## config.mk

```make
export PLATFORM = sky130hd
export DESIGN_NAME = sanitize_seq
export DESIGN_NICKNAME = d
export VERILOG_FILES = /design/src/rtl/sanitize_pkg.sv /design/src/rtl/sanitize_pass_table.sv /design/src/rtl/sanitize_purge_meter.sv /design/src/rtl/sanitize_seq.sv
export SDC_FILE = /design/constraint.sdc
export NUM_CORES = 1
export LEC_CHECK = 0
export ABC_AREA = 1
export CORE_MARGIN = 1
export CORE_UTILIZATION = 50
export CTS_BUF_LIST = sky130_fd_sc_hd__clkbuf_2 sky130_fd_sc_hd__clkbuf_4 sky130_fd_sc_hd__clkbuf_8
export DETAILED_ROUTE_END_ITERATION = 12
export HOLD_SLACK_MARGIN = 0.03
export PLACE_DENSITY_LB_ADDON = 0.2
export SYNTH_ARGS = -nofsm -noshare
export SYNTH_HDL_FRONTEND = slang
export SYNTH_HIERARCHICAL = 1
export SYNTH_SLANG_ARGS = --single-unit
```

## constraint.sdc

```tcl
create_clock -name clk -period 2.5 [get_ports clk]
set_clock_uncertainty 0.05 [all_clocks]
set_input_delay 0.25 -clock clk [delete_from_list [all_inputs] [get_ports clk]]
set_output_delay 0.25 -clock clk [all_outputs]
set_load 0.005 [all_outputs]
```

## src/rtl/sanitize_pkg.sv

```systemverilog
package sanitize_pkg;
  localparam int PROTO_W = 3;
  localparam int PHASE_W = 3;

  typedef enum logic [1:0] {PK_ERASE, PK_ZERO, PK_ONE, PK_PAT} pass_kind_e;

  typedef enum logic [2:0] {
    ST_BOOT, ST_IDLE, ST_NVW, ST_ISSUE, ST_WAIT, ST_CLEAR
  } seq_state_e;
endpackage

```

## src/rtl/sanitize_pass_table.sv

```systemverilog
module sanitize_pass_table
  import sanitize_pkg::*;
(
  input  logic [PROTO_W-1:0] proto,
  input  logic [PHASE_W-1:0] phase,
  output pass_kind_e         kind,
  output logic [PHASE_W-1:0] npass
);
  always_comb begin
    case (proto)
      3'd1:    npass = 3'd3;
      3'd2:    npass = 3'd4;
      3'd3:    npass = 3'd2;
      3'd4:    npass = 3'd4;
      3'd5:    npass = 3'd6;
      default: npass = 3'd0;
    endcase
    kind = PK_ERASE;
    if (phase != 3'd0 && phase < npass) begin
      case (proto)
        3'd1: kind = (phase == 3'd1) ? PK_ZERO : PK_ONE;
        3'd2: case (phase)
                3'd1:    kind = PK_ONE;
                3'd2:    kind = PK_ZERO;
                default: kind = PK_PAT;
              endcase
        3'd3: kind = PK_PAT;
        3'd4: case (phase)
                3'd1:    kind = PK_ZERO;
                3'd2:    kind = PK_ONE;
                default: kind = PK_PAT;
              endcase
        3'd5: case (phase)
                3'd1, 3'd3: kind = PK_ZERO;
                3'd2, 3'd4: kind = PK_ONE;
                default:    kind = PK_PAT;
              endcase
        default: kind = PK_ERASE;
      endcase
    end
  end
endmodule

```

## src/rtl/sanitize_purge_meter.sv

```systemverilog
module sanitize_purge_meter #(
  parameter int CYC_W = 32
) (
  input  logic             clk,
  input  logic             rst,
  input  logic             clear,
  input  logic             tick,
  output logic [CYC_W-1:0] count
);
  always_ff @(posedge clk) begin
    if (rst || clear)
      count <= '0;
    else if (tick && count != '1)
      count <= count + 1'b1;
  end
endmodule

```

## src/rtl/sanitize_seq.sv

```systemverilog
module sanitize_seq
  import sanitize_pkg::*;
#(
  parameter int                NUM_BLOCKS = 16,
  parameter int                DATA_W     = 8,
  parameter logic [DATA_W-1:0] PATTERN    = 8'hA5,
  parameter int                CYC_W      = 32,
  parameter int                ERR_W      = 8,
  localparam int               BLK_W      = (NUM_BLOCKS > 1) ? $clog2(NUM_BLOCKS) : 1
) (
  input  logic               clk,
  input  logic               rst,
  input  logic               erase_req,
  input  logic [PROTO_W-1:0] proto_sel,
  input  logic               nv_rd_pending,
  input  logic [PHASE_W-1:0] nv_rd_phase,
  input  logic [PROTO_W-1:0] nv_rd_proto,
  output logic               nv_wr_en,
  output logic               nv_wr_pending,
  output logic [PHASE_W-1:0] nv_wr_phase,
  output logic [PROTO_W-1:0] nv_wr_proto,
  output logic               cmd_start,
  output logic               cmd_prog,
  output logic [BLK_W-1:0]   cmd_block,
  output logic [DATA_W-1:0]  cmd_data,
  input  logic               cmd_done,
  input  logic               cmd_err,
  output logic               busy,
  output logic [ERR_W-1:0]   err_count,
  output logic [CYC_W-1:0]   purge_cycles
);
  localparam logic [BLK_W-1:0] LAST_BLK = BLK_W'(NUM_BLOCKS - 1);

  seq_state_e         state_q;
  logic [PROTO_W-1:0] proto_q;
  logic [PHASE_W-1:0] phase_q;
  logic [BLK_W-1:0]   blk_q;
  logic [ERR_W-1:0]   err_q;
  pass_kind_e         kind;
  logic [PHASE_W-1:0] npass;

  sanitize_pass_table u_table (
    .proto (proto_q),
    .phase (phase_q),
    .kind  (kind),
    .npass (npass)
  );

  sanitize_purge_meter #(.CYC_W(CYC_W)) u_meter (
    .clk   (clk),
    .rst   (rst),
    .clear (state_q == ST_IDLE && erase_req),
    .tick  (phase_q == '0 &&
            (state_q == ST_NVW || state_q == ST_ISSUE || state_q == ST_WAIT)),
    .count (purge_cycles)
  );

  always_ff @(posedge clk) begin
    if (rst) begin
      state_q <= ST_BOOT;
      proto_q <= '0;
      phase_q <= '0;
      blk_q   <= '0;
      err_q   <= '0;
    end else begin
      case (state_q)
        ST_BOOT: begin
          if (nv_rd_pending) begin
            proto_q <= nv_rd_proto;
            phase_q <= nv_rd_phase;
            state_q <= ST_NVW;
          end else begin
            state_q <= ST_IDLE;
          end
        end
        ST_IDLE: begin
          if (erase_req) begin
            proto_q <= proto_sel;
            phase_q <= '0;
            err_q   <= '0;
            state_q <= ST_NVW;
          end
        end
        ST_NVW: begin
          blk_q   <= '0;
          state_q <= (phase_q > npass) ? ST_CLEAR : ST_ISSUE;
        end
        ST_ISSUE: state_q <= ST_WAIT;
        ST_WAIT: begin
          if (cmd_done) begin
            if (cmd_err && err_q != '1)
              err_q <= err_q + 1'b1;
            if (blk_q == LAST_BLK) begin
              if (phase_q >= npass) begin
                state_q <= ST_CLEAR;
              end else begin
                phase_q <= phase_q + 1'b1;
                state_q <= ST_NVW;
              end
            end else begin
              blk_q   <= blk_q + 1'b1;
              state_q <= ST_ISSUE;
            end
          end
        end
        ST_CLEAR: state_q <= ST_IDLE;
        default:  state_q <= ST_IDLE;
      endcase
    end
  end

  assign busy          = (state_q != ST_IDLE) && (state_q != ST_BOOT);
  assign nv_wr_en      = (state_q == ST_NVW) || (state_q == ST_CLEAR);
  assign nv_wr_pending = (state_q == ST_NVW);
  assign nv_wr_phase   = phase_q;
  assign nv_wr_proto   = proto_q;
  assign cmd_start     = (state_q == ST_ISSUE);
  assign cmd_block     = blk_q;
  assign cmd_prog      = (kind != PK_ERASE);
  assign err_count     = err_q;

  always_comb begin
    case (kind)
      PK_ONE:  cmd_data = '1;
      PK_PAT:  cmd_data = PATTERN;
      default: cmd_data = '0;
    endcase
  end

  a_r7_single_op: assert property (@(posedge clk) disable iff (rst)
    cmd_start |=> !cmd_start);
  a_r2_block_range: assert property (@(posedge clk) disable iff (rst)
    cmd_start |-> cmd_block <= LAST_BLK);
  a_r5_record_first: assert property (@(posedge clk) disable iff (rst)
    (cmd_start && cmd_block == '0) |-> $past(nv_wr_en && nv_wr_pending));
  a_r9_idle_quiet: assert property (@(posedge clk) disable iff (rst)
    !busy |-> !cmd_start);
  a_r8_err_monotonic: assert property (@(posedge clk) disable iff (rst)
    (busy && $past(busy)) |-> err_count >= $past(err_count));
  a_r10_meter_hold: assert property (@(posedge clk) disable iff (rst)
    (busy && phase_q != '0 && $past(busy && phase_q != '0)) |-> $stable(purge_cycles));
endmodule

```

==> run metrics <==
status=completed; Hold Crit Depth=2; power share of the clock group=between 15 and 20%; Crit Path Category=flip-flop to primary output; root buffer cell=clkbuf_8; CTS tree=done; grt ovf=0; Global Route Usage Sum=between 20% and 30%; Syn Inst Count=612; Gate power share=55.8%; CTS sink count=53; crit path max fanout=4; Worst Max-Slew Pin Slew=0.436 ns; Post-synth top flop=dfxtp_1; cell-internal power=2.18 mW; final net count=719; post-DR wirelength/cell=12.3 um; most common cell after layout, fill and taps aside=nand2_1; Die Wd=between 80 and 90 um; die footprint=7850 um^2; delay-heaviest family, CP=buffers and inverters; Core Rows=31; syn nets=637; Detailed Place HPWL=7390 um; FFs w/ async S/R, synth=0%; worst-path cell chain=inv_4 -> nand3_1 -> o21ai_2 -> inv_2 -> ha_4 -> nand2_1 -> inv_1 -> nand2_1 -> nand3_2 -> a21oi_2 -> inv_1 -> nor2_2 -> buf_4 -> clkdlybuf4s15_1; DRT iter0 DRCs=222; dpl ws=-0.0879 ns; Residual DRC=0; worst hold margin=0.463 ns; Reg2Reg Setup Slack=0.23 ns; initial antenna violation count=0; Startpoint Class=flip-flop; average cell area after synthesis=6.13 um^2; max-slew headroom at the worst pin=70.9%; hold worst-path end=err_count[1]; post-DR vias/cell=a little over 5; reg2reg path depth=11; Die Span Y=about 90 um; number of flops mapped to enable cells by yosys=0; origin of the worst setup path=nv_wr_proto[2]; Max clock buf depth=2; RR Startpoint=nv_wr_phase[0]; Switch Pwr=1.64 mW; synth unique cells=34; pin count of the biggest net entering global routing=33; CP Buf/Inv Count=6; minimum clock period=2.40 ns; setup_tns=0 ns; worst setup margin=0.103 ns; GP Congestion=0.950; Arr. time, crit path=2.10 ns; first-pass iteration count of the detailed router=5; PwrDens=around 800 nW/um^2; Area Overhead vs Synth=27.3%; HP Class=flip-flop to flip-flop; most frequent cells in the layout=nand2_1, nor2_1, clkdlybuf4s50_1; core area=7250 um^2; H-Tree Depth=2; Netlist Area Pre-Place=3750 um^2; Final Setup Violations=0; Seq pwr share=28.0%; Crit. End Element=primary output; reg-to-reg endpoint=u_meter/count[23]; register bit total from synthesis=53; Seq/Total Area, Yosys=28.3%; Crit path required time=2.20 ns; Starting Density=around 52%; io pins=78; number of port buffers=77; max incr delay on CP=0.35 ns; routed vias=4120; Final Hold Viols=0; Clock Latency Late Sink=0.31 ns; CTS Buf Count=5; hold_buf cts=0; first-pass GRT wire length=around 16000 um; yosys warns=6; fmax=approximately 420 MHz; Net Sw Frac=a little over two fifths; DRT Wirelength=9790 um; vias in the first global route=3564; Clk pin slew, worst setup/hold paths=0.10 ns; Static Leak=2.00 nW; max-cap violations=0; Worst Hold Launch=err_count[1]; Routed Antenna Nets=0; n_diodes=0; fin. max-slew vios=0; peak supply drop=0.000490 V; period utilization=between 90% and 100%; share of layout cells above drive strength 1=12.7%; slowest CP cell=dfxtp_2
-- power by group through the flow --
stage / sequential, mW / combinational [mW] / clock (mW)
final: 1.07 / 2.14 / 0.619
after global routing: 1.09 / 2.37 / 0.670
after CTS: 1.06 / 2.07 / 0.634
after detailed placement: 1.08 / 2.01 / 0
after global placement: 1.07 / 1.93 / 0
after floorplan: 1.07 / 1.31 / 0
-- cells by family (layout without fill, tap and decap cells) --
family	after synthesis	count (layout)	synth area share, %
adder cells (fa/ha/maj)	10	10	3.34
XOR/XNOR	4	4	0.934
AO/OA/AOI/OAI	61	61	8.44
flip-flops	53	53	28.3
buffers and inverters	93	176	11.4
AND/OR/NAND/NOR	391	391	47.6
-- synth_stat cells, types with 2 or more instances --
master    count  area share (%)
nand2_1     166              17
nor2_1      108              11
inv_1        63             6.3
nand3_1      57             7.6
dfxtp_1      53              28
a21oi_1      44             5.9
nand4_1      11             1.8
o21ai_0      11             1.5
ha_1         10             3.3
inv_2        10             1.0
nand3_2      10             2.7
nor3_1       10             1.3
nand2_2       8             1.3
buf_4         7             1.4
buf_6         6             1.8
nor2_2        6             1.0
nand2_4       4             1.2
nor2_4        4             1.2
buf_2         3            0.40
xor2_1        3            0.70
a31oi_1       2            0.33
clkbuf_1      2            0.20
nand3b_1      2            0.40
or2_2         2            0.33
-- routing by layer --
metal  global-route usage (%)  vias up  routed length (um)
li1                         -     2110                   -
met1                     31.9     1870                4410
met2                     44.4      130                4790
met3                     3.82       10                 487
met4                     6.60        0                 100
met5                        0        -                   0
-- sequential cells by signal (all words and copies together), names as in the netlist --
register and flops:
nv_wr_phase 3, u_meter/count 32, state_q 3, err_count 8
nv_wr_proto 3, cmd_block 4
-- worst max path at each step --
stage          cells past startpoint  slack (ns)     endpoint
4_1_cts                           13        0.02     cmd_prog
3_5_place_dp                      10       -0.09  cmd_data[4]
5_1_grt                           14      -0.003  cmd_data[3]
3_3_place_gp                      10        0.05  cmd_data[1]
2_1_floorplan                     10        0.28  cmd_data[3]
6_report                          14        0.10  cmd_data[1]
-- layout make-up --
class | instances | area, um^2
clock inverters | 2 | 37.5
flip-flops and latches | 53 | 1060
fillers | 680 | 2480
well taps | 99 | 124
clock buffers | 6 | 82.6
repair buffers | 94 | 885
inverters | 74 | 283
multi-input cells | 466 | 2300
-- per-stage QoR --
| step | cells | area (um^2) | power [mW] | util [%] |
|---|---|---|---|---|
| finish | 794 | 4770 | 3.83 | 65.8 |
| detailed placement | 780 | 4580 | 3.09 | 63.2 |
| floorplan | 612 | 3750 | 2.38 | - |
| global route | 794 | 4770 | 4.13 | 65.8 |
| CTS | 792 | 4750 | 3.77 | 65.5 |
| global placement | 780 | 4580 | 3.00 | 63.2 |
-- tightest hold or removal path: cells and delay by family (launching register included) --
family / cells / cell delay, ns
AOI/OAI and AO/OA: 1 / 0.06
and+or+nand+nor: 1 / 0.07
DFF: 1 / 0.35
-- timing repair --
action                                  4_1_cts  5_1_grt
pin swaps                                     2        1
buffers inserted                              4        2
endpoints found under the setup margin        9        5
gates resized for setup                      22        7
Power figures use the tool's default switching activity.
